File: src/rtl/bus_cmd_gen.sv
module bus_cmd_gen (
  input  logic       clk,
  input  logic       rst,
  input  logic [2:0] bus_stat,
  input  logic       rdy,
  output logic       ale,
  output logic       den,
  output logic       dt_tx,
  output logic       mrd_n,
  output logic       mwr_n,
  output logic       iord_n,
  output logic       iowr_n,
  output logic       inta_n,
  output logic       amwr_n,
  output logic       aiowr_n
);

  localparam logic [2:0] ST_IACK = 3'b000;
  localparam logic [2:0] ST_IORD = 3'b001;
  localparam logic [2:0] ST_IOWR = 3'b010;
  localparam logic [2:0] ST_HALT = 3'b011;
  localparam logic [2:0] ST_CODE = 3'b100;
  localparam logic [2:0] ST_MRD  = 3'b101;
  localparam logic [2:0] ST_MWR  = 3'b110;
  localparam logic [2:0] ST_IDLE = 3'b111;

  typedef enum logic [2:0] {PH_IDLE, PH_T1, PH_T2, PH_T3, PH_TW, PH_T4} phase_t;

  phase_t     ph;
  logic [2:0] stat_q;
  logic [2:0] code;
  logic       start;

  assign start = (stat_q == ST_IDLE) && (bus_stat != ST_IDLE) && (bus_stat != ST_HALT)
              && (ph == PH_IDLE || ph == PH_T4);

  always_ff @(posedge clk) begin
    if (rst) begin
      ph     <= PH_IDLE;
      stat_q <= ST_IDLE;
      code   <= ST_IDLE;
    end else begin
      stat_q <= bus_stat;
      if (start) code <= bus_stat;
      case (ph)
        PH_IDLE: if (start) ph <= PH_T1;
        PH_T1:   ph <= PH_T2;
        PH_T2:   ph <= PH_T3;
        PH_T3:   ph <= rdy ? PH_T4 : PH_TW;
        PH_TW:   ph <= rdy ? PH_T4 : PH_TW;
        PH_T4:   ph <= start ? PH_T1 : PH_IDLE;
        default: ph <= PH_IDLE;
      endcase
    end
  end

  logic cmd_win, wr_win, is_wr;
  assign cmd_win = (ph == PH_T2) || (ph == PH_T3) || (ph == PH_TW);
  assign wr_win  = (ph == PH_T3) || (ph == PH_TW);
  assign is_wr   = (code == ST_IOWR) || (code == ST_MWR);

  assign ale     = (ph == PH_T1);
  assign den     = cmd_win || (ph == PH_T4);
  assign dt_tx   = is_wr && (ph != PH_IDLE);
  assign mrd_n   = !(((code == ST_CODE) || (code == ST_MRD)) && cmd_win);
  assign iord_n  = !((code == ST_IORD) && cmd_win);
  assign inta_n  = !((code == ST_IACK) && cmd_win);
  assign mwr_n   = !((code == ST_MWR) && wr_win);
  assign iowr_n  = !((code == ST_IOWR) && wr_win);
  assign amwr_n  = !((code == ST_MWR) && cmd_win);
  assign aiowr_n = !((code == ST_IOWR) && cmd_win);

  logic [4:0] cmd_low;
  assign cmd_low = ~{mrd_n, mwr_n, iord_n, iowr_n, inta_n};

  a_r3_ale_single: assert property (@(posedge clk) disable iff (rst) ale |=> !ale);
  a_r5_early_write_leads: assert property (@(posedge clk) disable iff (rst)
    $fell(mwr_n) |-> !$past(amwr_n));
  a_r5_early_io_leads: assert property (@(posedge clk) disable iff (rst)
    $fell(iowr_n) |-> !$past(aiowr_n));
  a_r12_one_cmd: assert property (@(posedge clk) disable iff (rst) $onehot0(cmd_low));
  a_r6_den_with_cmd: assert property (@(posedge clk) disable iff (rst) (|cmd_low) |-> den);
  a_r7_read_receives: assert property (@(posedge clk) disable iff (rst)
    (!mrd_n || !iord_n || !inta_n) |-> !dt_tx);
  a_r8_wait_holds: assert property (@(posedge clk) disable iff (rst)
    (wr_win && !rdy && (|cmd_low)) |=> $stable(cmd_low));

endmodule

File: config.mk
export PLATFORM = sky130hd
export DESIGN_NAME = bus_cmd_gen
export DESIGN_NICKNAME = d
export VERILOG_FILES = /design/src/rtl/bus_cmd_gen.sv
export SDC_FILE = /design/constraint.sdc
export NUM_CORES = 1
export LEC_CHECK = 0
export BUFFER_PORTS_ARGS = -buffer_cell sky130_fd_sc_hd__buf_2
export CAP_MARGIN = 5
export CELL_PAD_IN_SITES_DETAIL_PLACEMENT = 2
export CELL_PAD_IN_SITES_GLOBAL_PLACEMENT = 2
export CORE_MARGIN = 2
export CORE_UTILIZATION = 29
export CTS_BUF_LIST = sky130_fd_sc_hd__clkbuf_2
export DETAILED_ROUTE_END_ITERATION = 10
export PLACE_DENSITY = 0.77
export SYNTH_ARGS = -nofsm -noshare
export SYNTH_HDL_FRONTEND = slang
export SYNTH_SLANG_ARGS = --single-unit
File: constraint.sdc
create_clock -name clk -period 1.76 [get_ports clk]
set_clock_uncertainty 0.05 [all_clocks]
set_input_delay 0.088 -clock clk [delete_from_list [all_inputs] [get_ports clk]]
set_output_delay 0.088 -clock clk [all_outputs]
set_load 0.05 [all_outputs]
==> key figures, run 1 <==
Power and ir drop
  • Leakage power figure: 0.252 nW
  • Peak supply drop: 359 uV
  • Power per Cell Area: 1060 nW/um^2

Logic synthesis
  • Mean area per synthesized cell: 8.93 um^2
  • Flip-flop and latch count after synthesis: 9
  • Post-synthesis instance total: 57
  • Distinct cell type count after synthesis: 25
  • Synthesized netlist net count: 63
  • Share of synthesized area occupied by flip-flops and latches: 0.354
  • Synthesized area: 509 um^2
  • Number of warning messages in the yosys log: 0

Critical path
  • Startpoint of the lowest-slack register-to-register path: ph[2]$_SDFFE_PP0P_
  • Delay of the slowest cell on the worst path: 0.38 ns
  • CP endpoint kind: primary output
  • Cell type of the slowest stage on the worst timing path: dfxtp_1
  • Worst setup SP type: flip-flop
  • Crit path from: ph[1]$_SDFFE_PP0P_
  • Worst-path cell chain: buf_4, mux2_2, nand3b_1, buf_2
  • Count of buffering cells on the critical path with inverters included: 2
  • Cell family contributing the most delay on the critical path: buffers and inverters
  • CP Class: flip-flop to primary output
  • Arr. time, crit path: 1.50 ns
  • CP Data Required Time: 1.62 ns
  • Maximum fanout along the worst path: 6

Global routing
  • Vias in the first global route: 473
  • Global-route usage over all layers: 0.153
  • Antenna violations before repair: 0
  • Maximum number of pins on one net before global-route repair: 13
  • First-pass GRT wire length: between 2000 and 2500 um
  • Total congestion overflow after global routing: 0

Timing
  • Count of final max-slew check failures: 0
  • Final setup violation count: 0
  • Period Utilization, post-route: 0.933
  • Minimum period implied by the final worst setup slack: 1.64 ns
  • Maximum frequency from static timing analysis: 609 MHz
  • RSZ-0062 raised after global routing: false
  • Final setup TNS: 0 ns
  • Final number of hold-violating endpoints: 0
  • Headroom to the max-slew limit: 0.725
  • Slew at the pin closest to its max-slew limit: around 0.41 ns

Die
  • Std cell rows: 15
  • Area enclosed by the die boundary: 2110 um^2
  • Effective utilization at floorplan: 0.301
  • Die Y: around 46 um
  • Die X: ~46 um
  • Core area: 1690 um^2
  • I/O pin cnt: 16

Route
  • Post-route ant nets: 0
  • Number of remaining DRC errors: 0
  • Number of optimization iterations in the first detailed-route pass: 2
  • Routed length per placed instance: 15.7 um
  • Drt total wl: around 1400 um
  • Vias/cell: 5.15
  • Via count: 469
  • Initial drt markers: 2

Placement
  • Estimated wirelength of the detail-placed design: approximately 1100 um
  • Placed cell areas: 582 um^2
  • Count of buffers inserted at the top-level ports: 15
  • Placer congestion estimate: just over 0.6

Final layout
  • # nets final: 81
  • Synth-to-layout area growth: 21.6%
  • Antenna diodes: 0
  • Final instance area: 619 um^2
  • Layout cell share with drive strength beyond 1: 0.338

CTS
  • Cell at the root of the clock tree: clkbuf_2
  • CTS H-tree lvls: 1
  • CTS tree: done
  • Clock slew at reported path FFs: between 0.1 and 0.15 ns
  • Total clock sinks: 9
  • Insertion delay of the later-clocked pin in the worst-skew pair: 0.27 ns
  • CTS Buf Count: 3
  • CTS max path bufs: 2

Status
  • Status: completed

Hold path
  • Launch instance of the worst min-delay path: bus_stat[0]
  • Path category of the worst min-delay check: primary input to flip-flop

Run
  • Number of maximum-capacitance constraint violations: 0
[stage by stage]
| stage | worst slack, ns | utilization | power, mW | hold slack (ns) | cells |
|---|---|---|---|---|---|
| after floorplan | 0.293 | - | 0.461 | 0.136 | 57 |
| after global placement | 0.265 | 0.344 | 0.498 | 0.232 | 86 |
| after detailed placement | 0.158 | 0.344 | 0.511 | 0.240 | 86 |
| after CTS | 0.0483 | 0.364 | 0.657 | 0.0394 | 91 |
| after global routing | 0.0296 | 0.367 | 0.694 | 0.0543 | 91 |
| final | 0.117 | 0.367 | 0.656 | 0.0405 | 91 |
[worst reg2reg max path, cell delays in order, from the launching register on]
cell and delay (ns):
dfxtp_4 0.41, xor2_2 0.20, a2111oi_4 0.41, mux2i_1 0.27
[layout make-up]
class                   instances  area, um^2
inverters                       3        11.3
clock buffers                   4        20.0
flip-flops and latches          9         185
repair buffers                 17        95.1
well taps                      17        21.3
fillers                       206        1070
multi-input cells              41         287
[logic make-up after synthesis]
kind of cell,count (synthesis),share of synthesized area
XOR/XNOR,3,0.0664
AO/OA/AOI/OAI,5,0.118
buffers and inverters,7,0.0835
flip-flops,9,0.354
multiplexers,4,0.0811
AND/OR/NAND/NOR,29,0.297
[power breakdown]
part	internal (mW)	switching, mW
logic	0.0932	0.148
registers	0.228	0.0386
clock network	0.0603	0.0880
total	0.382	0.274
[worst paths after layout]
path	slack, ns	cells past startpoint	endpoint
min reg2reg	0.51	1	ph[1]$_SDFFE_PP0P_
max	0.12	4	mrd_n
max reg2reg	0.34	3	code[0]$_SDFFE_PP1P_
min	0.04	3	stat_q[0]$_SDFF_PP1_
[sequential cells by signal, summed over array words and instances, names as in the netlist]
register  flops
code          3
ph            3
stat_q        3
[cell usage after synthesis]
| cell type | instances | area share |
|---|---|---|
| a2111oi_4 | 1 | 0.054 |
| a21oi_1 | 1 | 0.0098 |
| a221o_1 | 1 | 0.020 |
| a22o_1 | 1 | 0.017 |
| a311oi_1 | 1 | 0.017 |
| and3b_1 | 1 | 0.017 |
| buf_2 | 1 | 0.0098 |
| buf_6 | 2 | 0.044 |
| clkbuf_1 | 1 | 0.0074 |
| dfxtp_1 | 9 | 0.35 |
| inv_1 | 3 | 0.022 |
| mux2_2 | 1 | 0.022 |
| mux2i_1 | 3 | 0.059 |
| nand2_1 | 2 | 0.015 |
| nand2b_1 | 1 | 0.012 |
| nand3_1 | 4 | 0.039 |
| nand3b_1 | 3 | 0.044 |
| nor2_1 | 10 | 0.074 |
| nor2b_1 | 4 | 0.049 |
| nor3_1 | 2 | 0.020 |
| nor3b_1 | 1 | 0.015 |
| or2_0 | 1 | 0.012 |
| xnor2_1 | 1 | 0.017 |
| xor2_1 | 1 | 0.017 |
| xor2_2 | 1 | 0.032 |
[repair_timing]
item                                   4_1_cts  5_1_grt
resized for setup                            2        2
hold buffers                                 1        0
buffers inserted                             0        0
setup endpoints to repair                    7        1
endpoints found under the hold margin        1        0
[placed cells by master, fill, tap and decap left out]
cell	count
clkbuf_2	4
nand2_1	2
dlygate4sd3_1	1
xor2_2	1
inv_1	3
nor2_1	10
a22o_1	1
xor2_1	1
mux2i_1	3
nand3b_1	3
buf_2	14
xnor2_1	1
a221o_1	1
nor3b_1	1
nor2b_1	4
clkbuf_4	1
nor3_1	2
a311oi_1	1
dfxtp_1	7
buf_4	1
a2111oi_4	1
a21oi_1	1
or2_0	1
mux2_2	1
dfxtp_4	1
nand3_1	4
nand2b_1	1
dfxtp_2	1
and3b_1	1
[per-layer routing]
metal  global-route usage  share of wire  vias to the layer above  routed length (um)
li1                     -              -                      229                   -
met1                0.186           0.43                      226                 615
met2                0.253           0.52                       12                 749
met3               0.0238          0.026                        2                  37
met4               0.0857          0.018                        0                  26
met5                    0              0                        -                   0
(Power assumes the default switching activity.)
==> run 2: changes to the inputs <==
clock period = 1.8 ns   (was 1.76 ns; I/O delays follow)
==> run 2 against run 1 <==
Effect of this change:
- worst setup slack improved by 0.057 ns
- die area unchanged
- power fell by 5.8%
- combinational power decreased by 3%
- design area down 0.81%
- cell count is the same
- clock power shrank 13%
- largest power group unchanged
==> key figures, run 2 (synthesis results as in run 1) <==
Power and ir drop
  • Sum of internal, switching and leakage power: 618 uW
  • Peak supply drop: 368 uV
  • Cell Int Power: 373 uW
  • Switching power share of the total: 0.396
  • Net switching component of the power: 244 uW
  • Logic pwr share: 0.378
  • Leakage power figure: 0.250 nW
  • Clock power frac: 0.208
  • Part of the total power dissipated in sequential elements: 0.413
  • Power per Cell Area: approximately 1000 nW/um^2

Route
  • Vias/cell: 4.98
  • Initial drt markers: 1
  • Via count: ~450
  • Routed length per placed instance: 13.0 um
  • Drt total wl: 1180 um
  • Number of remaining DRC errors: 0
  • Post-route ant nets: 0
  • Number of optimization iterations in the first detailed-route pass: 4

Die
  • Effective utilization at floorplan: 0.301
  • I/O pin cnt: 16
  • Die Y: 45.9 um
  • Area enclosed by the die boundary: 2110 um^2
  • Std cell rows: 15
  • Core area: 1690 um^2
  • Die X: between 40 and 50 um

Global routing
  • Total congestion overflow after global routing: 0
  • First-pass GRT wire length: 1930 um
  • Vias in the first global route: 409
  • Maximum number of pins on one net before global-route repair: 13
  • Antenna violations before repair: 0
  • Global-route usage over all layers: 0.131

Hold path
  • Path category of the worst min-delay check: primary input to flip-flop
  • Hold Path Cell Cnt: 3
  • Launch instance of the worst min-delay path: bus_stat[0]

Status
  • Status: completed

Final layout
  • Largest registers in the final layout: code (3), ph (3), stat_q (3)
  • Leading cell types in the layout, fill and taps excluded: 15 x buf_2, 10 x nor2_1, 7 x dfxtp_1
  • Most common cell after layout, fill and taps aside: buf_2
  • Layout cell share with drive strength beyond 1: 0.338
  • Post-layout utilization of the core: 0.364
  • Synth-to-layout area growth: 20.6%
  • # nets final: 81
  • Antenna diodes: 0

Critical path
  • Maximum fanout along the worst path: 12
  • FF-to-FF path depth: 3
  • CP endpoint kind: primary output
  • CP Data Required Time: 1.66 ns
  • Worst setup SP type: flip-flop
  • Crit path from: ph[2]$_SDFFE_PP0P_
  • CP Class: flip-flop to primary output
  • Arr. time, crit path: 1.49 ns
  • Startpoint of the lowest-slack register-to-register path: ph[2]$_SDFFE_PP0P_

Timing
  • RSZ-0062 raised after global routing: false
  • Count of final max-slew check failures: 0
  • Minimum period implied by the final worst setup slack: 1.63 ns
  • Final setup violation count: 0
  • Worst-case hold slack: between 0.07 and 0.08 ns
  • Period Utilization, post-route: 0.903
  • Headroom to the max-slew limit: 0.734
  • Final setup TNS: 0 ns
  • Maximum frequency from static timing analysis: 615 MHz
  • Final number of hold-violating endpoints: 0
  • Slew at the pin closest to its max-slew limit: around 0.40 ns

CTS
  • CTS Buf Count: 3
  • Setup fix buffers added after clock tree synthesis: 0
  • CTS tree: done
  • CTS max path bufs: 2
  • Clock slew at reported path FFs: 0.09 ns
  • CTS H-tree lvls: 1
  • Total clock sinks: 9
  • Cell at the root of the clock tree: clkbuf_2
  • Insertion delay of the later-clocked pin in the worst-skew pair: 0.24 ns

Placement
  • Estimated wirelength of the detail-placed design: 919 um
  • Count of buffers inserted at the top-level ports: 15
  • Placer congestion estimate: approximately 0.66

Run
  • Number of maximum-capacitance constraint violations: 0
## run 2: cell count changes in the layout (fill, tap and decap cells not counted), sizes merged
cell    before  now
buf         15   16
clkbuf       5    4
## run 2: layout make-up
class,count,area [um^2]
inverter,3,11.3
timing repair buffer,17,92.6
sequential,9,183
fill,204,1070
multi-input combinational,41,287
clock buffer,4,20.0
tap,17,21.3
## run 2: final timing paths
check	end	slack [ns]
worst min-delay path	stat_q[0]$_SDFF_PP1_	0.07
worst min register to register	code[1]$_SDFFE_PP1P_	0.52
worst max register to register	code[0]$_SDFFE_PP1P_	0.42
worst max-delay path	inta_n	0.17
## run 2: metrics by stage
stage	cells	area [um^2]	setup WS (ns)
floorplan	57	509	0.331
global placement	86	582	0.299
detailed placement	86	582	0.258
CTS	91	613	0.0276
global route	91	614	0.0704
finish	91	614	0.174
## run 2: what timing repair did
item | in CTS | in global routing
hold buffers | 1 | 0
gates resized for setup | 1 | 1
setup endpoints to repair | 4 | 5
hold endpoints to repair | 1 | 0
## run 2: worst max-delay path, stage by stage (launching register included)
cell and delay [ns]:
dfxtp_2 0.48, mux2_2 0.42, nand3b_1 0.09, buf_2 0.26
## run 2: power groups by stage
stage | logic [mW] | registers (mW) | clock network, mW
6_report | 0.234 | 0.255 | 0.129
5_1_grt | 0.256 | 0.262 | 0.150
3_5_place_dp | 0.236 | 0.260 | 0
2_1_floorplan | 0.208 | 0.242 | 0
3_3_place_gp | 0.229 | 0.257 | 0
4_1_cts | 0.238 | 0.255 | 0.137
## run 2: layer usage
metal  track usage  vias up  wire (um)
li1              -      224          -
met5             0        -          0
met1         0.178      220        533
met3        0.0238        2         33
met4        0.0686        0         12
met2         0.194        7        599
==> run 3: changes to the inputs <==
CELL_PAD_IN_SITES_DETAIL_PLACEMENT = 0   (was 2)
CELL_PAD_IN_SITES_GLOBAL_PLACEMENT = 1   (was 2)
CORE_UTILIZATION = 35   (was 29)
PLACE_DENSITY = 0.74   (was 0.77)
clock period = 2.1 ns   (was 1.8 ns; I/O delays follow)
==> run 3 against run 2 <==
Effect of this change:
- register-to-register slack improved by 0.19 ns
- power fell by 17%
- flip-flop and latch count did not move
- clock power fell by 16%
- global-route usage fell by 0.52 points
- via count fell by 6.8%
- cell count fell by 3.3%
- core utilization rose by 8.8 points
- first-iteration DRC count rose to 5.0 times the previous value
- critical endpoint unchanged
==> key figures, run 3 (synthesis results as in run 1) <==
Timing
  • Final setup violation count: 0
  • Worst-case hold slack: 0.0499 ns
  • Final number of hold-violating endpoints: 0
  • Post-route setup slack: 0.308 ns
  • Final setup TNS: 0 ns
  • Period Utilization, post-route: 0.853
  • RSZ-0062 raised after global routing: false
  • Minimum period implied by the final worst setup slack: 1.79 ns
  • Headroom to the max-slew limit: 0.707
  • Count of final max-slew check failures: 0
  • Maximum frequency from static timing analysis: about 560 MHz
  • Slew at the pin closest to its max-slew limit: 0.439 ns

Power and ir drop
  • Part of the total power dissipated in sequential elements: 0.445
  • Leakage power figure: 0.244 nW
  • Cell Int Power: 305 uW
  • Net switching component of the power: 210 uW
  • Power per Cell Area: 856 nW/um^2
  • Logic pwr share: 0.343
  • Clock power frac: 0.212
  • Peak supply drop: 405 uV
  • Switching power share of the total: 0.408

Route
  • Number of optimization iterations in the first detailed-route pass: 2
  • Vias/cell: 4.80
  • Via count: roughly 420
  • Initial drt markers: 5
  • Drt total wl: 998 um
  • Post-route ant nets: 0
  • Routed length per placed instance: about 11 um
  • Number of remaining DRC errors: 0

Critical path
  • Delay of the slowest cell on the worst path: 0.60 ns
  • Flop2flop setup slack: around 0.61 ns
  • Count of buffering cells on the critical path with inverters included: 1
  • Worst setup SP type: flip-flop
  • Worst-path cell chain: mux2_2, nand3b_1, buf_2
  • CP Class: flip-flop to primary output
  • Startpoint of the lowest-slack register-to-register path: ph[2]$_SDFFE_PP0P_
  • Arr. time, crit path: about 1.6 ns
  • Cell type of the slowest stage on the worst timing path: dfxtp_1
  • Maximum fanout along the worst path: 12
  • FF-to-FF path depth: 3
  • Crit path from: ph[2]$_SDFFE_PP0P_
  • CP Data Required Time: 1.95 ns
  • Cell family contributing the most delay on the critical path: flip-flops
  • CP endpoint kind: primary output
  • Reg-to-Reg End: code[1]$_SDFFE_PP1P_

Final layout
  • Largest registers in the final layout: code (3), ph (3), stat_q (3)
  • Synth-to-layout area growth: 18.2%
  • Antenna diodes: 0
  • Register Area: 180 um^2
  • Leading cell types in the layout, fill and taps excluded: 15 x buf_2, 10 x nor2_1, 9 x dfxtp_1, 4 x nor2b_1, 4 x nand3_1
  • Layout fillers: 145
  • Multi-input combinational cell area: 287 um^2
  • Layout cell share with drive strength beyond 1: 0.301
  • # nets final: 80
  • Most common cell after layout, fill and taps aside: buf_2

Global routing
  • Vias in the first global route: 383
  • First-pass GRT wire length: 1720 um
  • Global-route usage over all layers: 0.126
  • Maximum number of pins on one net before global-route repair: 13
  • Antenna violations before repair: 0
  • Total congestion overflow after global routing: 0

Status
  • Status: completed

Placement
  • Placer congestion estimate: just under 0.7
  • Estimated wirelength of the detail-placed design: between 700 and 800 um
  • Pre-CTS setup slack: about 0.58 ns
  • Count of buffers inserted at the top-level ports: 15

Die
  • Die X: roughly 42 um
  • Effective utilization at floorplan: 0.382
  • Area enclosed by the die boundary: 1780 um^2
  • Core area: 1330 um^2
  • Die Y: roughly 42 um
  • Std cell rows: 13
  • I/O pin cnt: 16

Run
  • Number of maximum-capacitance constraint violations: 0

CTS
  • CTS tree: done
  • CTS H-tree lvls: 1
  • Post-CTS resize count: 0
  • Total clock sinks: 9
  • Insertion delay of the later-clocked pin in the worst-skew pair: 0.25 ns
  • Setup fix buffers added after clock tree synthesis: 0
  • Clock slew at reported path FFs: 0.11 ns
  • Cell at the root of the clock tree: clkbuf_2
  • CTS max path bufs: 2
  • CTS Buf Count: 3

Hold path
  • Launch instance of the worst min-delay path: bus_stat[0]
  • Hold Path Sink: stat_q[0]$_SDFF_PP1_
  • Path category of the worst min-delay check: primary input to flip-flop
  • Hold Path Cell Cnt: 3
-- run 3: changes by cell type in the layout (fill, tap and decap cells not counted) --
cell      previous run  this run
dfxtp_2              2         0
clkinv_2             0         1
dfxtp_1              7         9
buf_4                1         0
clkbuf_2             4         3
-- run 3: through the flow --
stage / instance area, um^2 / total power, mW / util / cells
2_1_floorplan: 509 / 0.386 / - / 57
3_3_place_gp: 572 / 0.408 / 0.429 / 83
3_5_place_dp: 572 / 0.409 / 0.429 / 83
4_1_cts: 602 / 0.521 / 0.451 / 88
5_1_grt: 602 / 0.551 / 0.451 / 88
6_report: 602 / 0.515 / 0.451 / 88
-- run 3: how the worst max path moves through the flow --
stage,endpoint,slack (ns),cells past startpoint
finish,inta_n,0.31,3
detailed placement,mrd_n,0.58,3
floorplan,inta_n,0.62,4
CTS,mrd_n,0.30,3
global route,mrd_n,0.20,3
global placement,inta_n,0.59,3
-- run 3: area by class of cell --
class | count | share of cell area
Clock buffer | 3 | 0.0249
Sequential cell | 9 | 0.299
Multi-Input combinational cell | 41 | 0.476
Tap cell | 15 | 0.0312
Inverter | 3 | 0.0187
Timing Repair Buffer | 16 | 0.141
Clock inverter | 1 | 0.00832
-- run 3: what timing repair did --
action                                  CTS  global route
hold buffers                              1             0
endpoints found under the hold margin     1             0
endpoints found under the setup margin    0             0
-- run 3: power groups by stage --
stage               Clock (mW)  Combinational, mW  Sequential, mW
detailed placement           0              0.176           0.233
global route             0.122              0.192           0.236
CTS                      0.113              0.178           0.229
global placement             0              0.175           0.232
floorplan                    0              0.178           0.208
finish                   0.109              0.177           0.230
-- run 3: per-layer routing --
layer / global-route usage / share of wire / vias to the layer above
li1: - / - / 226
met5: 0 / 0 / -
met1: 0.171 / 0.49 / 181
met4: 0.0750 / 0.015 / 0
met3: 0.0216 / 0.060 / 2
met2: 0.184 / 0.43 / 13
-- run 3: worst register-to-register path, delay by kind of cell (launching register included) --
kind | cells | cell delay (ns)
XOR/XNOR | 1 | 0.15
multiplexers | 1 | 0.22
flip-flops | 1 | 0.60
AO/OA/AOI/OAI | 1 | 0.41
